[src/rtl/mwb_pkg.sv]
package mwb_pkg;

    typedef enum logic [1:0] {
        CMD_NONE   = 2'd0,
        CMD_TAKE   = 2'd1,
        CMD_REJECT = 2'd2,
        CMD_STALL  = 2'd3
    } cmd_kind_e;

    function automatic cmd_kind_e classify_cmd(input logic valid, input logic busy,
                                               input logic hi_clear);
        if (!valid)         return CMD_NONE;
        else if (busy)      return CMD_STALL;
        else if (!hi_clear) return CMD_REJECT;
        else                return CMD_TAKE;
    endfunction

endpackage

[src/rtl/mwb_stage1.sv]
module mwb_stage1 #(
    parameter int WORDS  = 8,
    parameter int LANES  = 2,
    parameter int LANE_W = 8,
    localparam int WORD_W   = LANES * LANE_W,
    localparam int BLK_BITS = WORDS * WORD_W,
    localparam int MASK_W   = WORDS * LANES,
    localparam int IDX_W    = $clog2(WORDS)
) (
    input  logic                clk,
    input  logic                rst_n,
    input  logic                wr_en,
    input  logic [IDX_W-1:0]    wr_word,
    input  logic [WORD_W-1:0]   wr_data,
    input  logic [LANES-1:0]    wr_lane_en,
    input  logic                clr,
    output logic [BLK_BITS-1:0] data_o,
    output logic [MASK_W-1:0]   mask_o
);

    typedef struct packed {
        logic [BLK_BITS-1:0] data;
        logic [MASK_W-1:0]   mask;
    } st_t;

    st_t st_d, st_q;

    always_comb begin
        st_d = st_q;
        if (clr) st_d.mask = '1;
        if (wr_en) begin
            for (int l = 0; l < LANES; l++) begin
                if (wr_lane_en[l]) begin
                    st_d.data[int'(wr_word) * WORD_W + l * LANE_W +: LANE_W] =
                        wr_data[l * LANE_W +: LANE_W];
                    st_d.mask[int'(wr_word) * LANES + l] = 1'b0;
                end
            end
        end
    end

    always_ff @(posedge clk) begin
        if (!rst_n) begin
            st_q.data <= '0;
            st_q.mask <= '1;
        end else begin
            st_q <= st_d;
        end
    end

    assign data_o = st_q.data;
    assign mask_o = st_q.mask;

    // hand-off without a same-cycle write leaves nothing pending
    p_remask_r4: assert property (@(posedge clk) disable iff (!rst_n)
        clr && !wr_en |=> &st_q.mask);

    // a written low lane becomes pending
    p_lane_pending_r2: assert property (@(posedge clk) disable iff (!rst_n)
        wr_en && wr_lane_en[0] |=> !st_q.mask[LANES * int'($past(wr_word))]);

endmodule

[src/rtl/mwb_stage2.sv]
module mwb_stage2 #(
    parameter int BLK_BITS = 128,
    parameter int MASK_W   = 16,
    parameter int BLK_W    = 5
) (
    input  logic                clk,
    input  logic                rst_n,
    input  logic                load,
    input  logic                load_fill,
    input  logic [BLK_W-1:0]    load_blk,
    input  logic [BLK_BITS-1:0] load_data,
    input  logic [MASK_W-1:0]   load_mask,
    output logic                busy,
    output logic                done,
    output logic                arr_valid,
    input  logic                arr_ready,
    output logic                arr_fill,
    output logic [BLK_W-1:0]    arr_blk,
    output logic [BLK_BITS-1:0] arr_data,
    output logic [MASK_W-1:0]   arr_be
);

    typedef struct packed {
        logic                v;
        logic                fill;
        logic [BLK_W-1:0]    blk;
        logic [BLK_BITS-1:0] data;
        logic [MASK_W-1:0]   mask;
    } st_t;

    st_t st_d, st_q;

    always_comb begin
        st_d = st_q;
        if (st_q.v && arr_ready) st_d.v = 1'b0;
        if (load) begin
            st_d.v    = 1'b1;
            st_d.fill = load_fill;
            st_d.blk  = load_blk;
            st_d.data = load_data;
            st_d.mask = load_mask;
        end
    end

    always_ff @(posedge clk) begin
        if (!rst_n) begin
            st_q.v    <= 1'b0;
            st_q.fill <= 1'b0;
            st_q.blk  <= '0;
            st_q.data <= '0;
            st_q.mask <= '1;
        end else begin
            st_q <= st_d;
        end
    end

    assign busy      = st_q.v;
    assign done      = st_q.v && arr_ready;
    assign arr_valid = st_q.v;
    assign arr_fill  = st_q.fill;
    assign arr_blk   = st_q.blk;
    assign arr_data  = st_q.data;
    assign arr_be    = ~st_q.mask;

    // the decoder never loads an occupied holding stage
    p_no_load_busy_r6: assert property (@(posedge clk) disable iff (!rst_n)
        load |-> !st_q.v);

    // request held stable until accepted
    p_hold_r7: assert property (@(posedge clk) disable iff (!rst_n)
        arr_valid && !arr_ready |=> arr_valid && $stable(arr_data) && $stable(arr_be)
                                    && $stable(arr_blk) && $stable(arr_fill));

    // request drops after acceptance
    p_drop_r7: assert property (@(posedge clk) disable iff (!rst_n)
        arr_valid && arr_ready |=> !arr_valid);

endmodule

[src/rtl/mwb_rdbuf.sv]
module mwb_rdbuf #(
    parameter int BLK_BITS = 128,
    parameter int BLK_W    = 5
) (
    input  logic                clk,
    input  logic                rst_n,
    input  logic                cap,
    input  logic [BLK_W-1:0]    cap_blk,
    input  logic [BLK_BITS-1:0] cap_data,
    output logic                rb_valid,
    output logic [BLK_W-1:0]    rb_blk,
    output logic [BLK_BITS-1:0] rb_data
);

    typedef struct packed {
        logic                v;
        logic [BLK_W-1:0]    blk;
        logic [BLK_BITS-1:0] data;
    } st_t;

    st_t st_d, st_q;

    always_comb begin
        st_d = st_q;
        if (cap) begin
            st_d.v    = 1'b1;
            st_d.blk  = cap_blk;
            st_d.data = cap_data;
        end
    end

    always_ff @(posedge clk) begin
        if (!rst_n) begin
            st_q <= '0;
        end else begin
            st_q <= st_d;
        end
    end

    assign rb_valid = st_q.v;
    assign rb_blk   = st_q.blk;
    assign rb_data  = st_q.data;

    // contents change only on a capture
    p_rb_quiet_r8: assert property (@(posedge clk) disable iff (!rst_n)
        !cap |=> $stable(rb_data) && $stable(rb_blk));

endmodule

[src/rtl/mwb_top.sv]
module mwb_top #(
    parameter int WORDS  = 8,
    parameter int LANES  = 2,
    parameter int LANE_W = 8,
    parameter int BLK_W  = 5,
    parameter int HI_W   = 4,
    localparam int WORD_W   = LANES * LANE_W,
    localparam int BLK_BITS = WORDS * WORD_W,
    localparam int MASK_W   = WORDS * LANES,
    localparam int IDX_W    = $clog2(WORDS)
) (
    input  logic                clk,
    input  logic                rst_n,
    input  logic                wr_en,
    input  logic [IDX_W-1:0]    wr_word,
    input  logic [WORD_W-1:0]   wr_data,
    input  logic [LANES-1:0]    wr_lane_en,
    input  logic                cmd_valid,
    input  logic                cmd_fill,
    input  logic [BLK_W-1:0]    cmd_blk,
    input  logic [HI_W-1:0]     cmd_hi,
    output logic                cmd_busy,
    output logic                cmd_err,
    output logic                arr_valid,
    input  logic                arr_ready,
    output logic                arr_fill,
    output logic [BLK_W-1:0]    arr_blk,
    output logic [BLK_BITS-1:0] arr_data,
    output logic [MASK_W-1:0]   arr_be,
    input  logic [BLK_BITS-1:0] arr_rdata,
    output logic                rb_valid,
    output logic [BLK_W-1:0]    rb_blk,
    output logic [BLK_BITS-1:0] rb_data
);
    import mwb_pkg::*;

    typedef struct packed {
        logic err;
    } st_t;

    st_t st_d, st_q;

    logic                busy;
    logic                done;
    logic                take;
    logic [BLK_BITS-1:0] s1_data;
    logic [MASK_W-1:0]   s1_mask;
    cmd_kind_e           kind;

    always_comb begin
        kind      = classify_cmd(cmd_valid, busy, cmd_hi == '0);
        take      = (kind == CMD_TAKE);
        st_d      = st_q;
        st_d.err  = (kind == CMD_REJECT);
    end

    always_ff @(posedge clk) begin
        if (!rst_n) st_q <= '0;
        else        st_q <= st_d;
    end

    assign cmd_busy = busy;
    assign cmd_err  = st_q.err;

    mwb_stage1 #(.WORDS(WORDS), .LANES(LANES), .LANE_W(LANE_W)) u_s1 (
        .clk        (clk),
        .rst_n      (rst_n),
        .wr_en      (wr_en),
        .wr_word    (wr_word),
        .wr_data    (wr_data),
        .wr_lane_en (wr_lane_en),
        .clr        (take),
        .data_o     (s1_data),
        .mask_o     (s1_mask)
    );

    mwb_stage2 #(.BLK_BITS(BLK_BITS), .MASK_W(MASK_W), .BLK_W(BLK_W)) u_s2 (
        .clk       (clk),
        .rst_n     (rst_n),
        .load      (take),
        .load_fill (cmd_fill),
        .load_blk  (cmd_blk),
        .load_data (s1_data),
        .load_mask (s1_mask),
        .busy      (busy),
        .done      (done),
        .arr_valid (arr_valid),
        .arr_ready (arr_ready),
        .arr_fill  (arr_fill),
        .arr_blk   (arr_blk),
        .arr_data  (arr_data),
        .arr_be    (arr_be)
    );

    mwb_rdbuf #(.BLK_BITS(BLK_BITS), .BLK_W(BLK_W)) u_rb (
        .clk      (clk),
        .rst_n    (rst_n),
        .cap      (done && arr_fill),
        .cap_blk  (arr_blk),
        .cap_data (arr_rdata),
        .rb_valid (rb_valid),
        .rb_blk   (rb_blk),
        .rb_data  (rb_data)
    );

    // an accepted command presents its block next cycle
    p_take_r3: assert property (@(posedge clk) disable iff (!rst_n)
        cmd_valid && !cmd_busy && cmd_hi == '0 |=> arr_valid && arr_blk == $past(cmd_blk));

    // a refused command flags an error and starts no write
    p_reject_r5: assert property (@(posedge clk) disable iff (!rst_n)
        cmd_valid && !cmd_busy && cmd_hi != '0 |=> cmd_err && !arr_valid);

    // no error is raised for a command met while busy
    p_stall_quiet_r6: assert property (@(posedge clk) disable iff (!rst_n)
        cmd_busy |=> !cmd_err);

    // an accepted fill write loads the read buffer
    p_fill_r8: assert property (@(posedge clk) disable iff (!rst_n)
        arr_valid && arr_ready && arr_fill |=> rb_valid && rb_data == $past(arr_rdata)
                                               && rb_blk == $past(arr_blk));

endmodule

[config.mk]
export PLATFORM = sky130hd
export DESIGN_NAME = mwb_top
export DESIGN_NICKNAME = d
export VERILOG_FILES = /design/src/rtl/mwb_pkg.sv /design/src/rtl/mwb_stage1.sv /design/src/rtl/mwb_stage2.sv /design/src/rtl/mwb_rdbuf.sv /design/src/rtl/mwb_top.sv
export SDC_FILE = /design/constraint.sdc
export NUM_CORES = 1
export LEC_CHECK = 0
export CORE_MARGIN = 5
export CORE_UTILIZATION = 31
export DETAILED_ROUTE_END_ITERATION = 6
export DONT_BUFFER_PORTS = 1
export PLACE_DENSITY_LB_ADDON = 0.25
export SYNTH_ARGS = -nofsm -noshare
export SYNTH_HDL_FRONTEND = slang
export SYNTH_SLANG_ARGS = --single-unit
export TNS_END_PERCENT = 50
[constraint.sdc]
create_clock -name clk -period 2.9 [get_ports clk]
set_input_delay 0.29 -clock clk [delete_from_list [all_inputs] [get_ports clk]]
set_output_delay 0.29 -clock clk [all_outputs]
set_load 0.005 [all_outputs]
== Word level (Yosys, flattened, before mapping) ==
Cells that the tools add are included.
W data, S select, Z words.
Cells by class
  $add $sub $neg: 4
  magnitude comparators: 4
  eq/ne operators: 2
  shift-type cells: 4
  muxes and demuxes: 16
  bitwise operators: 5
  reductions and logical operators: 6
Operator list (number)
  $mux W144: 3
  $bwmux W128: 2
  $shift A8 B33 Y128 const A: 2
  $shiftx A8 B33 Y128: 2
  $mux W151: 1
  $neg A32 Y33: 1
  $neg A7 Y33: 1
  $and A16 B16 Y16: 2
  $ge A32 B1 Y1 const B: 1
  $lt A32 B6 Y1 const B: 1
  $mux W16: 2
  $not A16 Y16: 2
  $not A15 Y16: 1
  $add A7 B4 Y8 const B: 1
  $mux W2: 3
  $add A4 B1 Y5 const B: 1
  $lt A4 B5 Y1 const B: 1
  $demux W1 S4: 1
  $ge A4 B1 Y1 const B: 1
  $logic_and A1 B1 Y1: 4
  $logic_not A4 Y1: 1
  $demux W1 S3: 1
  $mux W1: 3
  $eq A2 B1 Y1 const B: 1
  other kinds (2): 2
Storage, ports and cells
  flip-flop bits (word level): 430
  input port bits: 164
  output and inout bits: 287

== Longest topological paths before layout ==
Gate-level depths: netlist of the first run.
  depth in word-level cells: 12
  mapped depth: 9

== Hierarchy ==
From an unflattened synthesis of the first run, not the netlist that was laid out.
Unflattened totals
  cell total of the unflattened synthesis: 1682
  area, all modules: 17533.1 sq um
Modules (own cells, without submodules)
  mwb_stage2: instances 1, cells each 639, area an instance 6800.3 sq um, seq. area each 3022.9 sq um
  mwb_stage1: instances 1, cells each 608, area an instance 5625.4 sq um, seq. area each 2882.8 sq um
  mwb_rdbuf: instances 1, cells each 430, area an instance 5047.3 sq um, seq. area each 2682.6 sq um
  mwb_top: instances 1, cells each 5, area an instance 60.1 sq um, seq. area each 20.0 sq um

== Worst setup path after synthesis of the first run ==
Ideal clock, no wire load.
  path kind: in2reg
  start point: input port wr_word[0]
  end point: register u_s1.st_q, in the netlist u_s1.data_o[16]
  arrival time: 2.243 ns
  required time: 2.828 ns
  setup slack: 0.585 ns
  cell stages on the path: 8
  path buffers: 2
  cell sequence: buf_1 -> inv_1 -> ha_1 -> ha_1 -> clkbuf_1 -> nand2_1 -> nor2_1 -> mux2i_1
On the way
  cells in the longest elaborated chain, start to end: 7
  elaborated cells on any way between the ends: 12
  those cells by class: add/sub (3); shift (4); mux (5)
RTL lines
  start, declared: RTL line mwb_top.sv:15  | input logic [IDX_W-1:0] wr_word,
  parallel branches: the longest is 6 deep, another holds $neg A32 Y33
  $mux W144 *: RTL line mwb_stage1.sv:33  | if (wr_lane_en[l]) begin
  end signal, assigned: RTL line mwb_stage1.sv:47  | st_q <= st_d;
  end, declared: RTL line mwb_stage1.sv:26  | st_t st_d, st_q;
Every way passes the cells marked *. The select of a mux whose other input is x is not followed.
A chain may end at the register's enable or synchronous reset.

== Worst setup path in the final report of the first run ==
  start point: register u_s2.st_q, in the netlist u_s2.arr_valid
  end point: register u_rb.st_q, in the netlist u_rb.rb_data[71]
On the way
  cells in the longest elaborated chain, start to end: 2
RTL lines
  start, declared: RTL line mwb_stage2.sv:31  | st_t st_d, st_q;
  start signal, assigned: RTL line mwb_stage2.sv:53  | st_q <= st_d;
  $logic_and A1 B1 Y1: RTL line mwb_stage2.sv:58  | assign done = st_q.v && arr_ready;
  $logic_and A1 B1 Y1: RTL line mwb_top.sv:98  | .cap (done && arr_fill),
  end signal, assigned: RTL line mwb_rdbuf.sv:36  | st_q <= st_d;
  end, declared: RTL line mwb_rdbuf.sv:21  | st_t st_d, st_q;
Every way passes these cells.

==> implementation parameters, run 1 <==
Parameter                              Value

Setup path
  Crit path capture type    flip-flop
  Largest fanout on the critical path    108
  Critical path data arrival time    2.95 ns
  Crit path cell chain    nand3_4, buf_12, nand2_1, a21boi_0, dlygate4sd3_1
  Slowest cell on the critical path    sky130_fd_sc_hd__dfxtp_1
  Longest individual stage delay on the worst path    ~0.61 ns
  Worst Setup Start Kind    flip-flop
  Crit Path Category    flip-flop to flip-flop
  Req. time, crit path    between 3 and 4 ns

Place
  Placed Cells incl. Taps    around 2400
  Minimum setup slack after placement    approximately 0.7 ns
  Detail Placement HPWL    35.72 mm
  PortBufs    0
  Cell Area, Placed    0.01674 mm^2
  Placer congestion estimate    0.7839

Job
  Max Cap Viol    0

Global route
  Global-route wire length before repair    85.82 mm
  Gr usage total    around 18%
  Remaining global-route overflow    0
  GR Util met3    6.163%
  Top Usage Layer GRT    met2
  Met1 track utilization from global routing    roughly 20%
  Number of global-route vias before repair    13620
  Met2 Use GR    between 30 and 40%
  Number of antenna violations at the first check in global routing    4
  Pin count of the biggest net entering global routing    approximately 170

Synthesis
  Net count after synthesis    between 2000 and 2500
  Sequential fraction of the synthesis area    about half
  Register bit total from synthesis    430
  Total standard cell area after synthesis    ~0.017 mm^2
  Count of distinct cell types in the synthesized netlist    44
  Gate count after technology mapping    around 1900
  Biggest area consumer among synthesized cells    sky130_fd_sc_hd__dfxtp_1
  Area share of the leading cell type in the synthesized netlist    around 50%
  Post-synthesis average cell area    roughly 9.0 um^2
  Dominant cells by area after synthesis    sky130_fd_sc_hd__dfxtp_1 (50%), sky130_fd_sc_hd__nand2_1 (13%), sky130_fd_sc_hd__mux2i_1 (11%)
  Yosys Warn Count    0

Die
  Width of the die    approximately 250 um
  Die height    ~250 um
  Initial Utilization    31.29%
  Placeable Area    0.05509 mm^2
  Number of top-level design ports    about 450
  Die area    0.06042 mm^2
  Number of rows created at floorplan    86

Timing
  Worst hold margin    0.03759 ns
  Unrepaired setup endpoints after global routing    false
  Worst relative slew slack    ~36%
  Clock tree skew after final layout    approximately 0.015 ns
  Final worst path period share    a little under nine tenths
  Number of failing hold endpoints at the final stage    0
  Total negative slack    0 ns
  Post-layout min period    about 2.5 ns
  Final setup violation count    0
  Smallest setup slack after layout    between 0.3 and 0.4 ns
  Transition time of the tightest slew-check pin    between 0.9 and 1 ns
  Peak Freq    399.5 MHz
  Max-slew violations    0

Route
  Number of remaining DRC errors    0
  Vias per cell    4.731
  Initial drt markers    between 500 and 600
  Total Wirelength    approximately 59 mm
  DRT antenna net count    0
  TritonRoute pass-1 iters    5
  Via total after detailed routing    13270
  Mean routed wirelength per cell    roughly 21 um

Final layout
  Final Non-Filler Cells    about 2800
  Number of diodes added for antenna fixing    0
  Most common library cell in the layout ignoring fill and taps    sky130_fd_sc_hd__nand2_1
  Area added between synthesis and finish    25.23%
  Post-Layout Inst Area    0.02158 mm^2
  Proportion of layout cells with a drive suffix above 1    under 10%
  Count of nets after finishing    about 2200
  Most used cells in the layout excluding fill and tap cells    sky130_fd_sc_hd__nand2_1 (607), sky130_fd_sc_hd__dfxtp_1 (430), sky130_fd_sc_hd__dlygate4sd3_1 (314)
  Final design utilization    roughly two fifths

CTS
  TritonCTS clock tree    built
  CTS root buf    sky130_fd_sc_hd__clkbuf_16
  Clk pin slew, worst setup/hold paths    about 0.060 ns
  Count of clock tree sinks    430
  Setup bufs post-CTS    0
  Num CTS Buffers    48
  Level count of the clock H-tree    2
  Maximum clock insertion buffer count    3
  Clk_lat worst skew    0.57 ns

Power and ir drop
  Power per standard cell area    583.5 mW/mm^2
  Worst vdd ir    between 0.4 and 0.5 mV
  Overall power    between 10 and 15 mW
  Static Leak    between 8 and 9 nW

Outcome
  Run status    finished clean

Hold path
  Type of the worst min-delay path    primary input to flip-flop
## critical path: cells and delay by family, from the launching register on
kind	cells	cell delay (ns)
buffers and inverters	2	0.96
AND/OR/NAND/NOR	2	0.60
flip-flops	1	0.61
AO/OA/AOI/OAI	1	0.12
## power by group
group          total (mW)  leakage (nW)  internal (mW)  switching (mW)
Clock                6.10         0.780           3.61            2.49
Combinational       0.555          3.82          0.265           0.290
Sequential           5.94          3.47           5.93          0.0108
Total                12.6          8.06           9.80            2.79
## cells in the mapped netlist
master / number
sky130_fd_sc_hd__and4b_1: 2
sky130_fd_sc_hd__nand2_1: 607
sky130_fd_sc_hd__nor4_1: 1
sky130_fd_sc_hd__o21a_1: 1
sky130_fd_sc_hd__or3_1: 1
sky130_fd_sc_hd__and3b_1: 2
sky130_fd_sc_hd__mux2i_1: 198
sky130_fd_sc_hd__nor3b_2: 1
sky130_fd_sc_hd__and3_1: 5
sky130_fd_sc_hd__ha_1: 7
sky130_fd_sc_hd__nand2_2: 1
sky130_fd_sc_hd__nand2b_1: 4
sky130_fd_sc_hd__buf_2: 11
sky130_fd_sc_hd__nor2_4: 1
sky130_fd_sc_hd__clkbuf_1: 103
sky130_fd_sc_hd__a31oi_1: 2
sky130_fd_sc_hd__o21ai_0: 17
sky130_fd_sc_hd__and4_1: 3
sky130_fd_sc_hd__inv_1: 19
sky130_fd_sc_hd__o211ai_1: 14
sky130_fd_sc_hd__and2_1: 4
sky130_fd_sc_hd__a2bb2oi_1: 1
sky130_fd_sc_hd__nor4bb_1: 1
sky130_fd_sc_hd__nand4_1: 4
sky130_fd_sc_hd__buf_1: 10
sky130_fd_sc_hd__a32oi_1: 17
sky130_fd_sc_hd__nor3_1: 3
sky130_fd_sc_hd__nand3_1: 74
sky130_fd_sc_hd__a21boi_0: 174
sky130_fd_sc_hd__a21oi_1: 2
sky130_fd_sc_hd__nand4b_1: 6
sky130_fd_sc_hd__o32a_1: 4
sky130_fd_sc_hd__o211a_1: 1
sky130_fd_sc_hd__buf_6: 2
sky130_fd_sc_hd__nor3_2: 1
sky130_fd_sc_hd__nor4_4: 1
sky130_fd_sc_hd__nor2_1: 3
sky130_fd_sc_hd__buf_8: 4
sky130_fd_sc_hd__dfxtp_1: 430
sky130_fd_sc_hd__a41oi_1: 2
sky130_fd_sc_hd__nor2b_1: 19
sky130_fd_sc_hd__nor3b_1: 2
sky130_fd_sc_hd__buf_4: 140
sky130_fd_sc_hd__or4_1: 1
## registers in the layout, indices dropped and copies added, names as in the netlist
signal and count:
u_s1.mask_o 16, u_s2.arr_fill 1, u_s2.arr_blk 5, u_s1.data_o 128, cmd_err 1, u_rb.rb_blk 5, u_s2.arr_valid 1, u_rb.rb_valid 1
u_rb.rb_data 128, u_s2.st_q 16, u_s2.arr_data 128
## path summary, 6_finish.rpt
path	slack (ns)	from	cells past startpoint	end
setup / recovery	0.40	u_s2.arr_valid	5	u_rb.rb_data[71]
hold / removal	0.04	wr_data[6]	2	u_s1.data_o[86]
setup reg to reg	0.40	u_s2.arr_valid	5	u_rb.rb_data[71]
hold reg to reg	0.46	u_s1.data_o[125]	2	u_s2.arr_data[125]
## cell type report
class / count / area [um^2]
well taps: 748 / 935.9
clock buffers: 69 / 1391
repair buffers: 333 / 3426
fillers: 5404 / 33510
flip-flops and latches: 430 / 8608
clock inverters: 19 / 190.2
multi-input cells: 1187 / 6962
inverters: 19 / 71.32
## repair_timing
| item | in CTS | in global routing |
|---|---|---|
| hold endpoints to repair | 347 | 0 |
| hold buffers | 319 | 0 |
| resized for setup | 0 | 0 |
| endpoints found under the setup margin | 0 | 0 |
## per-layer routing
layer / up-vias / routed length, um
li1: 6388 / -
met1: 6369 / 22820
met2: 420 / 29210
met3: 93 / 4996
met4: 0 / 1616
met5: - / 0
## cells by family (layout without fill, tap and decap cells)
logic type               count (synthesis)  in the layout  synth area share, %
flip-flops                             430            430                49.94
AO/OA/AOI/OAI                          235            235                10.16
buffers and inverters                  289            440                9.771
AND/OR/NAND/NOR                        747            747                18.12
multiplexers                           198            198                11.50
adder cells (fa/ha/maj)                  7              7               0.5081
Note: power is estimated with default switching activity, not from simulation.
==> run 2: changes to the inputs <==
Settings changed: ABC_AREA set to 1.
==> implementation parameters, run 2 <==
Parameter                              Value

Outcome
  Run status    finished clean

Synthesis
  Count of distinct cell types in the synthesized netlist    34 (-23%)
  Biggest area consumer among synthesized cells    sky130_fd_sc_hd__dfxtp_1
  Most used DFF post-synth    sky130_fd_sc_hd__dfxtp_1
  Dominant cells by area after synthesis    sky130_fd_sc_hd__dfxtp_1 (51%), sky130_fd_sc_hd__o21ai_0 (11%), sky130_fd_sc_hd__nor2_1 (10%)
  Net count after synthesis    2316 (+12%)
  Sequential fraction of the synthesis area    51.21% (+1.3 points)
  Yosys Warn Count    0 (unchanged)
  Dominant cell by count in the synthesized netlist    sky130_fd_sc_hd__nor2_1
  Area share of the leading cell type in the synthesized netlist    51.21% (+1.3 points)
  Gate count after technology mapping    2145 (+13%)
  Total standard cell area after synthesis    0.01681 mm^2 (-2.5%)
  Register bit total from synthesis    430 (unchanged)
  EDFF count, synth    0 (unchanged)
  Proportion of synthesized flip-flops having asynchronous set or reset    0% (unchanged)
  Most common library cells after synthesis    sky130_fd_sc_hd__nor2_1 (461), sky130_fd_sc_hd__dfxtp_1 (430), sky130_fd_sc_hd__o21ai_0 (354), sky130_fd_sc_hd__inv_1 (197), sky130_fd_sc_hd__a21oi_1 (192)
  Post-synthesis average cell area    7.837 um^2 (-13%)

Hold path
  Worst hold path depth    2 (unchanged)
  Startpoint of the tightest hold check path    arr_rdata[70]
  WHS Endpoint    u_rb.rb_data[70]
  Type of the worst min-delay path    primary input to flip-flop

Final layout
  Area occupied by multi-input gates    0.005836 mm^2 (-16%)
  Area added between synthesis and finish    26.46%
  Most common library cell in the layout ignoring fill and taps    sky130_fd_sc_hd__nor2_1
  Most used cells in the layout excluding fill and tap cells    sky130_fd_sc_hd__nor2_1 (461), sky130_fd_sc_hd__dfxtp_1 (430), sky130_fd_sc_hd__o21ai_0 (354)
  Count of nets after finishing    2446 (+12%)
  Reg area    0.008608 mm^2 (unchanged)
  Filler cell count in the final layout    5359 (-0.83%)
  Final design utilization    39.50% (+0.32 points)
  Proportion of layout cells with a drive suffix above 1    6.053% (+1.0 points)

Setup path
  Crit Path Category    primary input to flip-flop
  Worst reg2reg path endpoint    u_s2.arr_data[31]
  Req. time, crit path    3.39 ns (+0.04 ns)
  Startpoint of the worst-slack reg-to-reg timing path    u_s2.arr_valid
  Crit path capture type    flip-flop
  Worst Setup Start Kind    primary input
  Largest fanout on the critical path    13 (-88%)
  Critical path data arrival time    3.02 ns (+0.07 ns)
  Reg2reg setup slack    0.43 ns (+0.03 ns)
  Length in cells of the worst reg-to-reg path    7 (+2)

Route
  TritonRoute pass-1 iters    5 (unchanged)
  Via total after detailed routing    14620 (+10%)
  Mean routed wirelength per cell    20.05 um (-4.1%)
  Vias per cell    4.848 (+2.5%)
  Total Wirelength    60.44 mm (+3.1%)
  Number of remaining DRC errors    0 (unchanged)
  Initial drt markers    1025 (+78%)
  DRT antenna net count    0 (unchanged)

Die
  Number of rows created at floorplan    85 (-1.2%)
  Die height    242.9 um (-1.2%)
  Width of the die    242.9 um (-1.2%)
  Initial Utilization    31.24% (-0.049 points)
  Placeable Area    0.05381 mm^2 (-2.3%)
  Die area    0.05898 mm^2 (-2.4%)
  Number of top-level design ports    451 (unchanged)

Timing
  Peak Freq    394.6 MHz (-1.2%)
  Post-layout min period    2.535 ns (+0.03135 ns)
  Total negative slack    0 ns (unchanged)
  Clock tree skew after final layout    0.02479 ns (+0.009550 ns)
  Smallest setup slack after layout    0.3655 ns (-0.03135 ns)
  Final worst path period share    87.40% (+1.1 points)
  Transition time of the tightest slew-check pin    1.068 ns (+0.1177 ns)
  Number of failing hold endpoints at the final stage    0 (unchanged)
  Max-slew violations    0 (unchanged)
  Final setup violation count    0 (unchanged)
  Unrepaired setup endpoints after global routing    false
  Worst relative slew slack    28.83% (-7.5 points)

Global route
  Pin count of the biggest net entering global routing    216 (+24%)
  Global-route wire length before repair    89.34 mm (+4.1%)
  Number of global-route vias before repair    14060 (+3.3%)
  Number of antenna violations at the first check in global routing    7 (+3)
  Remaining global-route overflow    0 (unchanged)
  Gr usage total    19.40% (+1.0 points)

CTS
  TritonCTS clock tree    built
  Count of clock tree sinks    430 (unchanged)
  Clk pin slew, worst setup/hold paths    0.07 ns (about the same)
  CTS root buf    sky130_fd_sc_hd__clkbuf_16
  Setup bufs post-CTS    0 (unchanged)
  Maximum clock insertion buffer count    3 (unchanged)
  Level count of the clock H-tree    2 (unchanged)
  Num CTS Buffers    47 (-2.1%)
  Clk_lat worst skew    0.61 ns (+0.04 ns)

Power and ir drop
  Worst vdd ir    0.4433 mV (+7.7%)
  Power per standard cell area    625.4 mW/mm^2 (+7.2%)
  Static Leak    8.401 nW (+4.2%)

Job
  Max Cap Viol    0 (unchanged)

Place
  Detail Placement HPWL    40.12 mm (+12%)
  Placer congestion estimate    0.8504 (+8.5%)
  PortBufs    0 (unchanged)
  Minimum setup slack after placement    0.6282 ns (-0.08348 ns)
run 2: changes by cell type in the layout (fill, tap and decap cells not counted), sizes merged, moves of 13 or more:
cell and delta:
a21boi -174, o21ai +342, nand2 -507, mux2i -198, a32oi -17, inv +191, nor2 +467, nor2b -19
dlygate4sd3 +13, nor3 +21, o211ai -14, a21oi +190, nand3 -26, o22ai +15
run 2: metrics by stage:
stage	area, um^2	hold slack, ns	std cells	power (mW)
final	21260	0.01617	3015	13.29
after CTS	21240	0.001624	3009	13.44
after global placement	16250	0.4047	2594	6.619
after global routing	21260	0.02200	3014	13.78
after floorplan	16810	0.4240	2145	6.599
after detailed placement	16250	0.4226	2594	6.625
run 2: layout make-up:
class,instances,share of cell area (%)
Antenna cell,6,0.07063
Clock buffer,65,6.516
Clock inverter,22,1.436
Inverter,208,3.714
Multi-Input combinational cell,1242,27.45
Sequential cell,430,40.49
Tap cell,696,4.097
Timing Repair Buffer,346,16.22
run 2: layer usage:
| layer | part of all wire, % | vias to the layer above | track usage, % |
|---|---|---|---|
| met1 | 39 | 6924 | 21.83 |
| met3 | 10 | 124 | 7.756 |
| met2 | 48 | 501 | 32.97 |
| met5 | 0 | - | 0 |
| li1 | - | 7067 | - |
| met4 | 3.8 | 0 | 7.744 |
run 2: how the worst max path moves through the flow:
stage	slack (ns)	to	start	cells past startpoint
finish	0.37	u_s1.data_o[4]	wr_word[1]	8
global route	0.22	u_s2.arr_data[84]	u_s2.arr_valid	7
CTS	0.38	u_s1.data_o[1]	wr_word[1]	8
detailed placement	0.63	u_rb.rb_data[116]	u_s2.arr_valid	5
global placement	0.69	u_rb.rb_data[116]	u_s2.arr_valid	5
floorplan	0.82	u_s1.data_o[118]	wr_word[0]	12
run 2: power breakdown:
part	internal [mW]	switching [mW]
Combinational	0.359	0.413
Clock	3.83	2.63
Sequential	5.99	0.0740
run 2: cell families (layout without fill, tap and decap cells):
family	after synthesis	count (layout)	synth area share, %
compound gates	576	576	17.41
fa+ha+maj	7	7	0.5210
buf+inv	473	641	14.15
flops	430	430	51.21
other cells	0	6	0
simple gates	659	659	16.71
run 2: timing repair:
item                                   CTS  global route
resized for setup                        0             0
endpoints found under the hold margin  405             0
hold buffers                           328             0
run 2: worst max-delay path, stage by stage:
cell and delay [ns]:
sky130_fd_sc_hd__dlygate4sd3_1 0.80, sky130_fd_sc_hd__nor2_8 0.30, sky130_fd_sc_hd__nand2_4 0.13, sky130_fd_sc_hd__nor2_1 0.30
sky130_fd_sc_hd__nand2_1 0.31, sky130_fd_sc_hd__o21ai_0 0.25, sky130_fd_sc_hd__dlygate4sd3_1 0.59, sky130_fd_sc_hd__nor2_1 0.04
==> run 3: changes to the inputs <==
==> constraint.sdc (replaced) <==
create_clock -name clk -period 2.9 [get_ports clk]
set_input_delay 0.145 -clock clk [delete_from_list [all_inputs] [get_ports clk]]
set_output_delay 0.145 -clock clk [all_outputs]
set_load 0.005 [all_outputs]
==> implementation parameters, run 3 (synthesis gave the netlist of run 2 again) <==
Parameter                              Value

Final layout
  Proportion of layout cells with a drive suffix above 1    5.416% (-0.64 points)
  Count of nets after finishing    2483 (+1.5%)
  Post-Layout Inst Area    0.02140 mm^2 (+0.65%)
  Final design utilization    39.76% (+0.26 points)
  Area added between synthesis and finish    27.29%
  Most common library cell in the layout ignoring fill and taps    sky130_fd_sc_hd__nor2_1
  Most used cells in the layout excluding fill and tap cells    sky130_fd_sc_hd__nor2_1 (461), sky130_fd_sc_hd__dfxtp_1 (430), sky130_fd_sc_hd__dlygate4sd3_1 (363)

Timing
  Smallest setup slack after layout    0.1764 ns (-0.1890 ns)
  Final setup violation count    0 (unchanged)
  Max-slew violations    0 (unchanged)
  Peak Freq    367.2 MHz (-6.9%)
  Worst relative slew slack    39.00% (+10 points)
  Clock tree skew after final layout    0.01231 ns (-0.01248 ns)
  Unrepaired setup endpoints after global routing    false
  Transition time of the tightest slew-check pin    0.9149 ns (-0.1527 ns)
  Post-layout min period    2.724 ns (+0.1890 ns)
  Final worst path period share    93.92% (+6.5 points)
  Number of failing hold endpoints at the final stage    0 (unchanged)
  Worst hold margin    0.04396 ns (+0.02780 ns)
  Total negative slack    0 ns (unchanged)

Die
  Width of the die    242.9 um (unchanged)
  Die area    0.05898 mm^2 (unchanged)
  Number of top-level design ports    451 (unchanged)
  Initial Utilization    31.24% (unchanged)
  Placeable Area    0.05381 mm^2 (unchanged)
  Number of rows created at floorplan    85 (unchanged)
  Die height    242.9 um (unchanged)

Place
  PortBufs    0 (unchanged)
  Detail Placement HPWL    40.17 mm (+0.11%)
  Placer congestion estimate    0.8487 (-0.20%)
  Minimum setup slack after placement    0.6435 ns (+0.01528 ns)
  Cell Area, Placed    0.01625 mm^2 (unchanged)

CTS
  Num CTS Buffers    48 (+2.1%)
  CTS root buf    sky130_fd_sc_hd__clkbuf_16
  Clk pin slew, worst setup/hold paths    0.06 ns (about the same)
  Maximum clock insertion buffer count    3 (unchanged)
  Setup bufs post-CTS    0 (unchanged)
  TritonCTS clock tree    built
  Clk_lat worst skew    0.57 ns (-0.04 ns)
  Level count of the clock H-tree    2 (unchanged)
  Count of clock tree sinks    430 (unchanged)

Setup path
  Largest fanout on the critical path    16 (+3)
  Startpoint of the worst-slack reg-to-reg timing path    u_s2.arr_valid
  Crit path capture type    flip-flop
  Path length in cells of the critical path    10 (+2)
  Length in cells of the worst reg-to-reg path    6 (-1)
  Buffer and inverter count on the worst path    3 (+1)
  Endpoint of the worst setup timing path    u_s1.data_o[48]
  Crit path launch    wr_word[1]
  Slowest cell on the critical path    sky130_fd_sc_hd__dlygate4sd3_1
  Crit path cell chain    dlygate4sd3_1, nor2_8, nand2_4, nand3_4, nor2_4, nand2_1, nand2_1, dlygate4sd3_1, nor2_1, dlygate4sd3_1
  Crit Path Category    primary input to flip-flop
  Worst reg2reg path endpoint    u_rb.rb_data[121]
  Longest individual stage delay on the worst path    0.94 ns (+0.14 ns)
  Dominant cell type by count on the critical path    sky130_fd_sc_hd__dlygate4sd3_1
  Worst Setup Start Kind    primary input
  Critical path data arrival time    3.19 ns (+0.17 ns)
  Req. time, crit path    3.36 ns (-0.03 ns)
  Dominant delay contributor by cell family on the critical path    buffers and inverters
  Reg2reg setup slack    0.23 ns (-0.20 ns)

Route
  TritonRoute pass-1 iters    5 (unchanged)
  Initial drt markers    944 (-7.9%)
  Mean routed wirelength per cell    20.49 um (+2.2%)
  Number of remaining DRC errors    0 (unchanged)
  Via total after detailed routing    14800 (+1.3%)
  DRT antenna net count    0 (unchanged)
  Total Wirelength    62.44 mm (+3.3%)
  Vias per cell    4.857 (+0.18%)

Global route
  Global-route wire length before repair    93.18 mm (+4.3%)
  Pin count of the biggest net entering global routing    221 (+2.3%)
  Number of global-route vias before repair    14640 (+4.1%)
  Remaining global-route overflow    0 (unchanged)
  Number of antenna violations at the first check in global routing    8 (+1)
  Gr usage total    20.04% (+0.63 points)

Job
  Max Cap Viol    0 (unchanged)

Power and ir drop
  Worst vdd ir    0.3589 mV (-19%)
  Static Leak    8.633 nW (+2.8%)
  Power per standard cell area    591.9 mW/mm^2 (-5.4%)

Hold path
  Worst hold path depth    4 (+2)
  Type of the worst min-delay path    primary input to flip-flop

Outcome
  Run status    finished clean
run 3: tightest hold or removal path, cell delays in order:
cell and delay [ns]:
sky130_fd_sc_hd__nand2_4 0.16, sky130_fd_sc_hd__nor3_2 0.12, sky130_fd_sc_hd__nor2_1 0.09, sky130_fd_sc_hd__nor2_1 0.05
run 3: routing by layer:
layer | share of wire [%] | up-vias | global-route usage (%)
li1 | - | 7131 | -
met5 | 0.054 | - | 0
met3 | 9.6 | 131 | 7.173
met4 | 4.1 | 6 | 7.877
met1 | 40 | 6954 | 23.50
met2 | 47 | 581 | 33.57
run 3: final cells by class:
class | count | area [um^2]
antenna | 7 | 17.52
clock buffer | 67 | 1323
clock inverter | 16 | 136.4
fill | 5319 | 32420
inverter | 208 | 789.5
multi-input combinational | 1242 | 5836
sequential | 430 | 8608
tap | 696 | 870.8
timing repair buffer | 382 | 3816
run 3: repair_timing:
item                                    in CTS  in global routing
gates resized for setup                      0                  4
hold buffers                               364                  0
endpoints found under the setup margin       0                 25
endpoints found under the hold margin      412                  0
run 3: where the power goes:
part           switching, mW  total, mW  internal, mW
sequential            0.0726       6.07          6.00
clock                   2.47       5.75          3.28
combinational          0.445      0.848         0.403
total                   2.99       12.7          9.67
run 3: how the worst min path moves through the flow:
stage                        from                to
finish                      wr_en   u_s1.data_o[81]
floorplan              cmd_blk[4]   u_s2.arr_blk[4]
global placement            rst_n    u_s1.mask_o[1]
detailed placement     cmd_blk[4]   u_s2.arr_blk[4]
CTS                 arr_rdata[72]  u_rb.rb_data[72]
global route                wr_en   u_s1.data_o[80]
run 3: per-stage QoR:
stage / instances / power [mW]
after floorplan: 2145 / 6.599
after global placement: 2594 / 6.616
after detailed placement: 2594 / 6.622
after CTS: 3041 / 12.83
after global routing: 3046 / 13.14
final: 3048 / 12.66
